File: config.mk
export PLATFORM = sky130hd
export DESIGN_NAME = trafgen_regs
export DESIGN_NICKNAME = d
export VERILOG_FILES = /design/src/rtl/trafgen_pkg.sv /design/src/rtl/trafgen_regs.sv
export SDC_FILE = /design/constraint.sdc
export NUM_CORES = 1
export LEC_CHECK = 0
export BUFFER_PORTS_ARGS = -buffer_cell sky130_fd_sc_hd__buf_2
export CAP_MARGIN = 40
export CORE_ASPECT_RATIO = 2
export CORE_MARGIN = 2
export CORE_UTILIZATION = 38
export CTS_CLUSTER_DIAMETER = 50
export DETAILED_ROUTE_END_ITERATION = 16
export GPL_TIMING_DRIVEN = 0
export PLACE_DENSITY_LB_ADDON = 0.1
export SLEW_MARGIN = 20
export SYNTH_ARGS = -nofsm -noshare
export SYNTH_HDL_FRONTEND = slang
export SYNTH_SLANG_ARGS = --single-unit
File: constraint.sdc
create_clock -name clk -period 1.26 [get_ports clk]
set_input_delay 0.126 -clock clk [delete_from_list [all_inputs] [get_ports clk]]
set_output_delay 0.126 -clock clk [all_outputs]
set_load 0.02 [all_outputs]
File: src/rtl/trafgen_pkg.sv
package trafgen_pkg;
   typedef enum logic [2:0] {
      SEL_NONE,
      SEL_TXLEN,
      SEL_CMD,
      SEL_RST,
      SEL_FFSTS,
      SEL_RXLEN
   } reg_sel_e;

   localparam logic [7:0] OFS_TXLEN = 8'h00;
   localparam logic [7:0] OFS_CMD   = 8'h04;
   localparam logic [7:0] OFS_RST   = 8'h08;
   localparam logic [7:0] OFS_FFSTS = 8'h0C;
   localparam logic [7:0] OFS_RXLEN = 8'h10;
endpackage

File: src/rtl/trafgen_regs.sv
module trafgen_regs
   import trafgen_pkg::*;
#(
   parameter int ADDR_W  = 16,
   parameter int CNT_W   = 32,
   parameter int LVL_W   = 16,
   parameter int AREA_ID = 16
) (
   input  logic              clk,
   input  logic              rst_n,
   input  logic [ADDR_W-1:0] reg_addr,
   input  logic              reg_wr_en,
   input  logic [31:0]       reg_wr_data,
   input  logic              reg_rd_req,
   output logic              reg_rd_valid,
   output logic [31:0]       reg_rd_data,
   input  logic              irq_in,
   input  logic              link_up,
   input  logic [LVL_W-1:0]  rx_level,
   input  logic              tx_full,
   input  logic [CNT_W-1:0]  tx_cnt,
   input  logic [CNT_W-1:0]  rx_cnt,
   input  logic              busy,
   input  logic              err_flag,
   output logic              cmd_wr,
   output logic              cmd_go,
   output logic              soft_rst,
   output logic              verify_en,
   output logic [CNT_W-1:0]  tx_len
);
   localparam int HI_W = ADDR_W - 8;
   localparam logic [HI_W-1:0] AREA_HI = HI_W'(AREA_ID);

   generate
      if (ADDR_W < 9 || LVL_W > 16 || CNT_W > 32) begin : g_bad_cfg
         $error("trafgen_regs: unsupported address, level or counter width");
      end
   endgenerate

   reg_sel_e   sel;
   logic       rst_wr;
   logic       irq_flag;
   logic [31:0] rd_mux;

   always_comb begin
      sel = SEL_NONE;
      if (reg_addr[ADDR_W-1:8] == AREA_HI) begin
         unique case (reg_addr[7:0])
            OFS_TXLEN: sel = SEL_TXLEN;
            OFS_CMD:   sel = SEL_CMD;
            OFS_RST:   sel = SEL_RST;
            OFS_FFSTS: sel = SEL_FFSTS;
            OFS_RXLEN: sel = SEL_RXLEN;
            default:   sel = SEL_NONE;
         endcase
      end
   end

   assign cmd_wr   = reg_wr_en && (sel == SEL_CMD);
   assign cmd_go   = cmd_wr && !reg_wr_data[0];
   assign rst_wr   = reg_wr_en && (sel == SEL_RST);
   assign soft_rst = rst_wr && reg_wr_data[0];

   always_ff @(posedge clk or negedge rst_n) begin
      if (!rst_n) begin
         tx_len    <= '0;
         verify_en <= 1'b0;
         irq_flag  <= 1'b0;
      end else begin
         if (reg_wr_en && sel == SEL_TXLEN) tx_len <= reg_wr_data[CNT_W-1:0];
         if (cmd_wr) verify_en <= reg_wr_data[1];
         if (irq_in) irq_flag <= 1'b1;
         else if (rst_wr && reg_wr_data[8]) irq_flag <= 1'b0;
      end
   end

   always_comb begin
      rd_mux = '0;
      unique case (sel)
         SEL_TXLEN: rd_mux = 32'(tx_cnt);
         SEL_CMD:   rd_mux = {30'd0, err_flag, busy};
         SEL_RST:   rd_mux = {15'd0, link_up, 7'd0, irq_flag, 8'd0};
         SEL_FFSTS: rd_mux = {tx_full, 15'd0, 16'(rx_level)};
         SEL_RXLEN: rd_mux = 32'(rx_cnt);
         default:   rd_mux = '0;
      endcase
   end

   always_ff @(posedge clk or negedge rst_n) begin
      if (!rst_n) begin
         reg_rd_valid <= 1'b0;
         reg_rd_data  <= '0;
      end else begin
         reg_rd_valid <= reg_rd_req;
         if (reg_rd_req) reg_rd_data <= rd_mux;
      end
   end
endmodule

# After elaboration in Yosys (flattened, before gate mapping)
# Cells that the tools add are included.
# totals
ff_bits	67
out_inout_bits	69
# op_classes
eq_ne	10
mux	5
reduce_logical	9
# op_table
operator	count
$pmux 32 s5	1
$eq 8x4->1 const B	2
$eq 8x5->1 const B	2
$pmux 3 s5	1
$eq 8x3->1 const B	1
$logic_not 8->1	1
$eq 3x2->1 const B	2
$eq 3x3->1 const B	2
$logic_and 1x1->1	6
$eq 3x1->1 const B	1
$mux 3	1
$mux 1	2
$reduce_bool 2->1	1
$logic_not 1->1	1

# Longest topological paths before layout
# Gate-level depths: netlist of the first run.
# logic_depth
word_depth	8
mapped_depth	7
mapped_depth_nobuf	5

# Worst setup path before layout of the first run
# Ideal clock, no wire load.
# synth_timing
path_type	input to register
from	in reg_addr[1]
to	reg tx_len[11]
arrival_time_ps	1729
required_ps	1135
slack_ps	-594
stages	5
path_buffers	2
cell_sequence	or4_1 -> buf_2 -> nor4b_4 -> buf_6 -> mux2_2
# synth_via
elab_chain_cells	5
elab_cells_between_ends	9
# synth_lines
element	line	source
start: declaration	trafgen_regs.sv:11	input logic [ADDR_W-1:0] reg_addr,
$eq 8x5->1 (tied with other cells)	trafgen_regs.sv:48	unique case (reg_addr[7:0])
$pmux 3 s5 (*)	trafgen_regs.sv:48	
$mux 3 (*)	trafgen_regs.sv:47	if (reg_addr[ADDR_W-1:8] == AREA_HI) begin
$eq 3x1->1 (*)	trafgen_regs.sv:70	if (reg_wr_en && sel == SEL_TXLEN) tx_len <= reg_wr_data[CNT_W-1:0];
$logic_and 1x1->1 (*)	trafgen_regs.sv:70	
end signal: assignment	trafgen_regs.sv:70	
end: declaration	trafgen_regs.sv:29	output logic [CNT_W-1:0] tx_len
# Every way passes the cells marked *; elsewhere a longest branch is shown, timed or not.
# A chain may end at the register's enable or synchronous reset.

# Worst setup path in the final report of the first run
# layout_timing
from	in reg_addr[0]
to	reg tx_len[28]
# Same word-level chain as after synthesis.

==> flow_metrics.tcl, run 1 <==
set metrics [dict create \
    status "finished with violations" \
    violations "setup timing" \
    synth_top_area_share_pct 52.8 \
    grt_pass1_wl_um 15900 \
    p_leak_nw 2.76 \
    place.gp.congestion 0.796 \
    core_um2 8170 \
    synth_xor_area_share_pct 0.276 \
    rsz0062_at_grt "yes" \
    yosysTopAreaCell "dfrtp_1" \
    synthesis.nets 417 \
    maxCapViolations 0 \
    synth_fa_ha_area_share_pct 0 \
    dieHeight_um 133 \
    cts_sinks 67 \
    antenna_found_initial 0 \
    hp-class "in -> reg" \
    syn_to_final_growth_pct 70.4 \
    cts_tree "done" \
    start_kind "input pin" \
    cts-root-buf "clkbuf_16" \
    design_power_total_w 0.00504 \
    finClkSkew_ps 6.24 \
    htreeDepth 3 \
    antenna_cells 0 \
    min_path_cells 3 \
    slowest_stage "or4_4" \
    crit_path_max_fanout 6 \
    cp.required_ps 1460 \
    cts_buffers 9 \
    period_needed_ps 1540 \
    min_from "rx_level[7]" \
    dpl.hpwl_um 7650 \
    synth_edf_count 0 \
    drtIter0Drc 181 \
    fin_area_um2 5410 \
    viasPerCell 5.17 \
    setup_violations 67 \
    worstRegToRegCells 5 \
    yosys-top-cells-area "dfrtp_1 53%, mux2_2 12%, mux2i_1 5.7%" \
    start_util_pct 38.8 \
    timing.hold.ws_ps 22.4 \
    first_pass_iters 5 \
    endpoint_kind "register" \
    port_buffers 204 \
    cts_buffer_depth 2 \
    grt_usage_pct 23.5 \
    worstReg2RegStart "irq_flag$_DFFE_PN0P_" \
    worst_slew_pin_slew_ps 621 \
    synth_compound_area_share_pct 13.8 \
    slew_viol_final 0 \
    synth_ff_type "dfrtp_1" \
    crit_chain "buf_8, or4_4, nor4b_4, buf_6, clkbuf_16, mux2_4" \
    post-route-drc-count 0 \
    dieArea_um2 9140 \
    overflow 0 \
    yosysWarnings 0 \
    arrival_ps 1750 \
    synth_top_family_by_area "multiplexers" \
    fmax_mhz 649 \
    grt_pass1_vias 3321 \
    die_w_um 68.6 \
    holdPathEnd "reg_rd_data[7]$_DFFE_PN0P_" \
    drive_above_1_share_pct 63.4 \
    crit_type "in -> reg" \
    wl_per_cell_um 17.3 \
    mostFrequentLayoutCell "buf_2" \
    r2r_slack_ps 50 \
    ys_ff_latch 67 \
    grt_max_degree 51 \
    powerDensity_nw_per_um2 933 \
    placementRows 47 \
    setup_ws_ps -281 \
    slowest_delay_ps 600 \
    clock_latency_ps 330 \
    synthSimpleGateAreaFrac_pct 9.94 \
    totalWireLength_um 10800 \
    synthMuxAreaShare_pct 17.7 \
    utilization_pct 66.1 \
    syn_inst 280 \
    hold_violations 0 \
    nets 660 \
    placed_cells 583 \
    postRouteAntennaNets 0 \
    reg2reg_to "reg_rd_data[8]$_DFFE_PN0P_" \
    maxSlewHeadroom_pct 58.6 \
    yosysSeqAreaShare_pct 52.8 \
    final_cells 626 \
    dpl-instance-area_um2 4460 \
    dr_total_vias 3237 \
    ys_async_sr_fraction_pct 100 \
    synth.distinct_cells 35 \
    synth_area_per_cell_um2 11.3 \
    most-common-layout-cells "198 x buf_2, 67 x dfrtp_1, 21 x mux2_4, 19 x buf_6" \
    cts.clk_slew.worst_paths_ps 60 \
    syn_area_um2 3170 \
    io_pins 206 \
    ir_drop_v 0.000745 \
    finalCritPeriodShare_pct 122 \
]
-- through the flow --
step	TNS [ps]	setup slack [ps]
after global routing	-15690	-312
after detailed placement	-46960	-874
final	-12780	-281
after global placement	-63500	-842
after floorplan	-22900	-521
after CTS	-12610	-307
-- logic make-up after synthesis --
family	after synthesis
mux	52
buf+inv	36
simple gates	51
compound gates	73
xor+xnor	1
flops	67
-- cells in the mapped netlist, types with 2 or more instances --
cell type,number
nor2_1,10
a21oi_1,19
inv_1,18
mux2_2,33
nor2b_1,17
nand4_1,3
dfrtp_1,67
buf_2,5
o21ai_0,17
nor3_1,3
nand3_1,5
clkbuf_1,8
a22oi_1,15
mux2i_1,18
nor4_1,2
buf_6,4
nand2_1,3
o22ai_1,16
-- worst max path at each step --
stage / startpoint / end / cells after the start
CTS: reg_addr[6] / tx_len[7]$_DFFE_PN0P_ / 6
global route: reg_addr[15] / tx_len[30]$_DFFE_PN0P_ / 7
floorplan: reg_addr[1] / tx_len[11]$_DFFE_PN0P_ / 5
detailed placement: reg_addr[1] / tx_len[7]$_DFFE_PN0P_ / 6
finish: reg_addr[0] / tx_len[28]$_DFFE_PN0P_ / 6
global placement: reg_addr[1] / tx_len[6]$_DFFE_PN0P_ / 6
-- metal layers --
metal / part of all wire (%) / track usage [%]
met3: 5.9 / 5.32
met1: 33 / 23.8
met2: 57 / 42.0
met5: 0 / 0
met4: 4.1 / 12.4
-- repair_timing --
item | in CTS | in global routing
cloned | 2 | 3
setup buffers | 15 | 6
gates resized for setup | 59 | 45
setup endpoints to repair | 64 | 69
pin swaps | 15 | 15
hold buffers | 2 | 0
hold endpoints to repair | 18 | 0
-- flip-flops by register name, indices dropped and copies added (netlist names) --
signal and count:
reg_rd_data 32, reg_rd_valid 1, tx_len 32, irq_flag 1
verify_en 1
-- power breakdown --
part | total [W] | internal (W) | switching [W]
clock network | 0.00243 | 0.00152 | 0.000908
logic | 0.000456 | 0.000234 | 0.000222
registers | 0.00216 | 0.00216 | 0.000000877
total | 0.00504 | 0.00391 | 0.00113
-- worst max-delay path, delay by kind of cell --
family | cells | cell delay [ps]
buffers and inverters | 3 | 470
multiplexers | 1 | 300
AND/OR/NAND/NOR | 2 | 840
-- cell type report --
cell class	count	area [um2]
inverter	18	67.6
tap	98	123
multi-input combinational	177	1690
fill	697	2770
timing repair buffer	233	1410
buffer	17	160
clock buffer	11	233
clock inverter	5	53.8
sequential	67	1680
(Power assumes the default switching activity.)
==> run 2, diff against run 1 <==
ABC_AREA = 1   (was unset)
CORE_UTILIZATION = 41   (was 38)
==> run 2 against run 1 <==
The run still ends with setup timing left. Synthesized area up 17%. Count of clock-buffer cells in the layout up 1. First-iteration DRC count down 6.1%. Die area up 7.7%. Cell count up 30%. Global-route usage down 1.1 points.
==> flow_metrics.tcl, run 2 <==
set metrics [dict create \
    ir_drop_v 0.000589 \
    placementRows 49 \
    antenna_found_initial 0 \
    synth_top_area_share_pct 45.3 \
    start_util_pct 41.6 \
    crit_family "simple AND/OR/NAND/NOR gates" \
    io_pins 206 \
    mostFrequentLayoutCell "buf_2" \
    finalCritPeriodShare_pct 104 \
    min_path_cells 3 \
    setup_violations 35 \
    syn_to_final_growth_pct 55.2 \
    synthSimpleGateAreaFrac_pct 36.1 \
    yosysWarnings 0 \
    r2r_slack_ps 350 \
    ys_ff_latch 67 \
    viasPerCell 4.78 \
    slowest_stage "nor2_4" \
    syn_inst 468 \
    p_leak_nw 3.42 \
    place.gp.congestion 0.772 \
    powerDensity_nw_per_um2 887 \
    crit_type "in -> out" \
    top_regs "reg_rd_data (32), tx_len (32)" \
    synth_compound_area_share_pct 8.22 \
    dieArea_um2 9850 \
    dieHeight_um 138 \
    cts_sinks 67 \
    utilization_pct 64.6 \
    maxSlewHeadroom_pct 64.4 \
    grt_max_degree 48 \
    synth_xor_area_share_pct 0 \
    synth_ff_type "dfrtp_1" \
    cts-root-buf "clkbuf_16" \
    grt_pass1_wl_um 17600 \
    drive_above_1_share_pct 52.8 \
    totalWireLength_um 11500 \
    synth_edf_count 0 \
    synth_most_common_cell "nand2_1" \
    cts_buffers 9 \
    fmax_mhz 760 \
    arrival_ps 1190 \
    hold_violations 0 \
    hp-class "in -> reg" \
    status "finished with violations" \
    port_buffers 205 \
    maxCapViolations 0 \
    die_w_um 71.2 \
    synthesis.nets 605 \
    synth_fa_ha_area_share_pct 0 \
    yosysSeqAreaShare_pct 45.3 \
    most-common-layout-cells "197 x buf_2, 155 x nand2_1, 67 x dfrtp_1, 55 x nand3_1, 41 x inv_1" \
    drtIter0Drc 170 \
    min_from "reg_wr_data[10]" \
    rsz0062_at_grt "yes" \
    holdPathEnd "tx_len[10]$_DFFE_PN0P_" \
    synthTopCellsByCount "174 x nand2_1, 67 x dfrtp_1, 58 x nand3_1" \
    yosys-top-cells-area "dfrtp_1 45%, nand2_1 18%, nand3_1 7.8%" \
    synth.distinct_cells 25 \
    synth_top_family_by_area "simple AND/OR/NAND/NOR gates" \
    nets 844 \
    violations "setup timing" \
    post-route-drc-count 0 \
    slowest_delay_ps 130 \
    cts_tree "done" \
    dpl.hpwl_um 8460 \
    finClkSkew_ps 2.67 \
    grt_pass1_vias 3686 \
    worstReg2RegStart "irq_flag$_DFFE_PN0P_" \
    worst_path_most_repeated_cell "nor2_4" \
    yosysTopAreaCell "dfrtp_1" \
    cts_buffer_depth 2 \
    wl_per_cell_um 14.2 \
    overflow 0 \
    worst_slew_pin_slew_ps 533 \
    antenna_cells 0 \
    core_um2 8890 \
    first_pass_iters 7 \
    timing.hold.ws_ps 43.9 \
    synth_area_per_cell_um2 7.91 \
    cts.clk_slew.worst_paths_ps 50 \
    reg2reg_to "reg_rd_data[8]$_DFFE_PN0P_" \
    endpoint_kind "output pin" \
    setup_ws_ps -56.2 \
    worstRegToRegCells 4 \
    syn_area_um2 3700 \
    synthMuxAreaShare_pct 0 \
    period_needed_ps 1320 \
    crit_chain "buf_6, nor2_4, nand2_4, nor2_4, nand2_2, inv_2, nand3_4, nor2_4, nand2_4, nor2_4, buf_6" \
    grt_usage_pct 22.4 \
    postRouteAntennaNets 0 \
    critical_path_buf_inv_count 3 \
    crit_path_max_fanout 3 \
    start_kind "input pin" \
    htreeDepth 3 \
    ys_async_sr_fraction_pct 100 \
    slew_viol_final 0 \
    dr_total_vias 3878 \
    clock_latency_ps 320 \
    cp.required_ps 1130 \
]
[run 2: changes by cell type in the layout (fill, tap and decap cells not counted), moves of 13 or more]
cell	previous run	this run
nand2_1	2	155
nand3_1	4	55
nand2_2	0	39
o21ai_2	2	32
inv_1	18	41
mux2_4	21	0
a21oi_1	18	0
nor2b_1	16	0
mux2i_1	15	0
a22oi_1	14	0
o21ai_1	14	0
mux2_2	13	0
nand2_4	1	14
o22ai_2	13	0
[run 2: worst reg2reg max path: cells and delay by family, from the launching register on]
kind / cells / cell delay, ps
flops: 1 / 410
simple gates: 3 / 240
compound gates: 1 / 140
[run 2: how the worst max path moves through the flow]
stage	start	endpoint	slack, ps	cells after the start
final	reg_addr[4]	cmd_go	-60	11
after detailed placement	reg_addr[9]	cmd_go	-360	9
after global placement	reg_addr[9]	cmd_go	-310	9
after global routing	reg_addr[4]	cmd_go	-150	11
after floorplan	reg_addr[5]	tx_len[13]$_DFFE_PN0P_	-10	11
after CTS	reg_addr[4]	cmd_go	-50	11
[run 2: timing repair]
item                                    CTS  global route
cloned                                    0             5
setup buffers                             5             9
hold buffers                              3             0
pin swaps                                 7             9
gates resized for setup                  29            69
endpoints found under the hold margin    22             0
endpoints found under the setup margin    3            66
[run 2: cell type report]
class                   count  area (um2)
repair buffers            228        1330
multi-input cells         327        1840
plain buffers              22         255
fillers                   815        3150
flip-flops and latches     67        1680
clock buffers              12         267
clock inverters             2        35.0
inverters                  52         208
well taps                 102         128
[run 2: per-layer routing]
metal  wire, um  GRT usage, %
met1       4370          25.9
met2       6410          40.7
met3        607          4.15
met4        148          6.65
met5          0             0
[run 2: where the power goes]
part / switching [W] / internal, W / total, W
combinational: 0.000210 / 0.000207 / 0.000417
sequential: 0.00000151 / 0.00216 / 0.00216
clock: 0.000851 / 0.00167 / 0.00252
[run 2: stage by stage]
| stage | setup slack [ps] | cell area (um2) | TNS, ps | cells | total power (W) |
|---|---|---|---|---|---|
| floorplan | -11.5 | 3720 | -244 | 468 | 0.00228 |
| global placement | -309 | 4870 | -34500 | 775 | 0.00256 |
| detailed placement | -359 | 4900 | -20100 | 776 | 0.00258 |
| CTS | -50.4 | 5390 | -105 | 798 | 0.00513 |
| global route | -147 | 5740 | -4510 | 812 | 0.00530 |
| finish | -56.2 | 5740 | -1250 | 812 | 0.00509 |
[run 2: kinds of logic (layout without fill, tap and decap cells)]
family / Yosys count / after routing
AO/OA/AOI/OAI: 36 / 36
buffers and inverters: 74 / 316
flip-flops: 67 / 67
AND/OR/NAND/NOR: 291 / 291
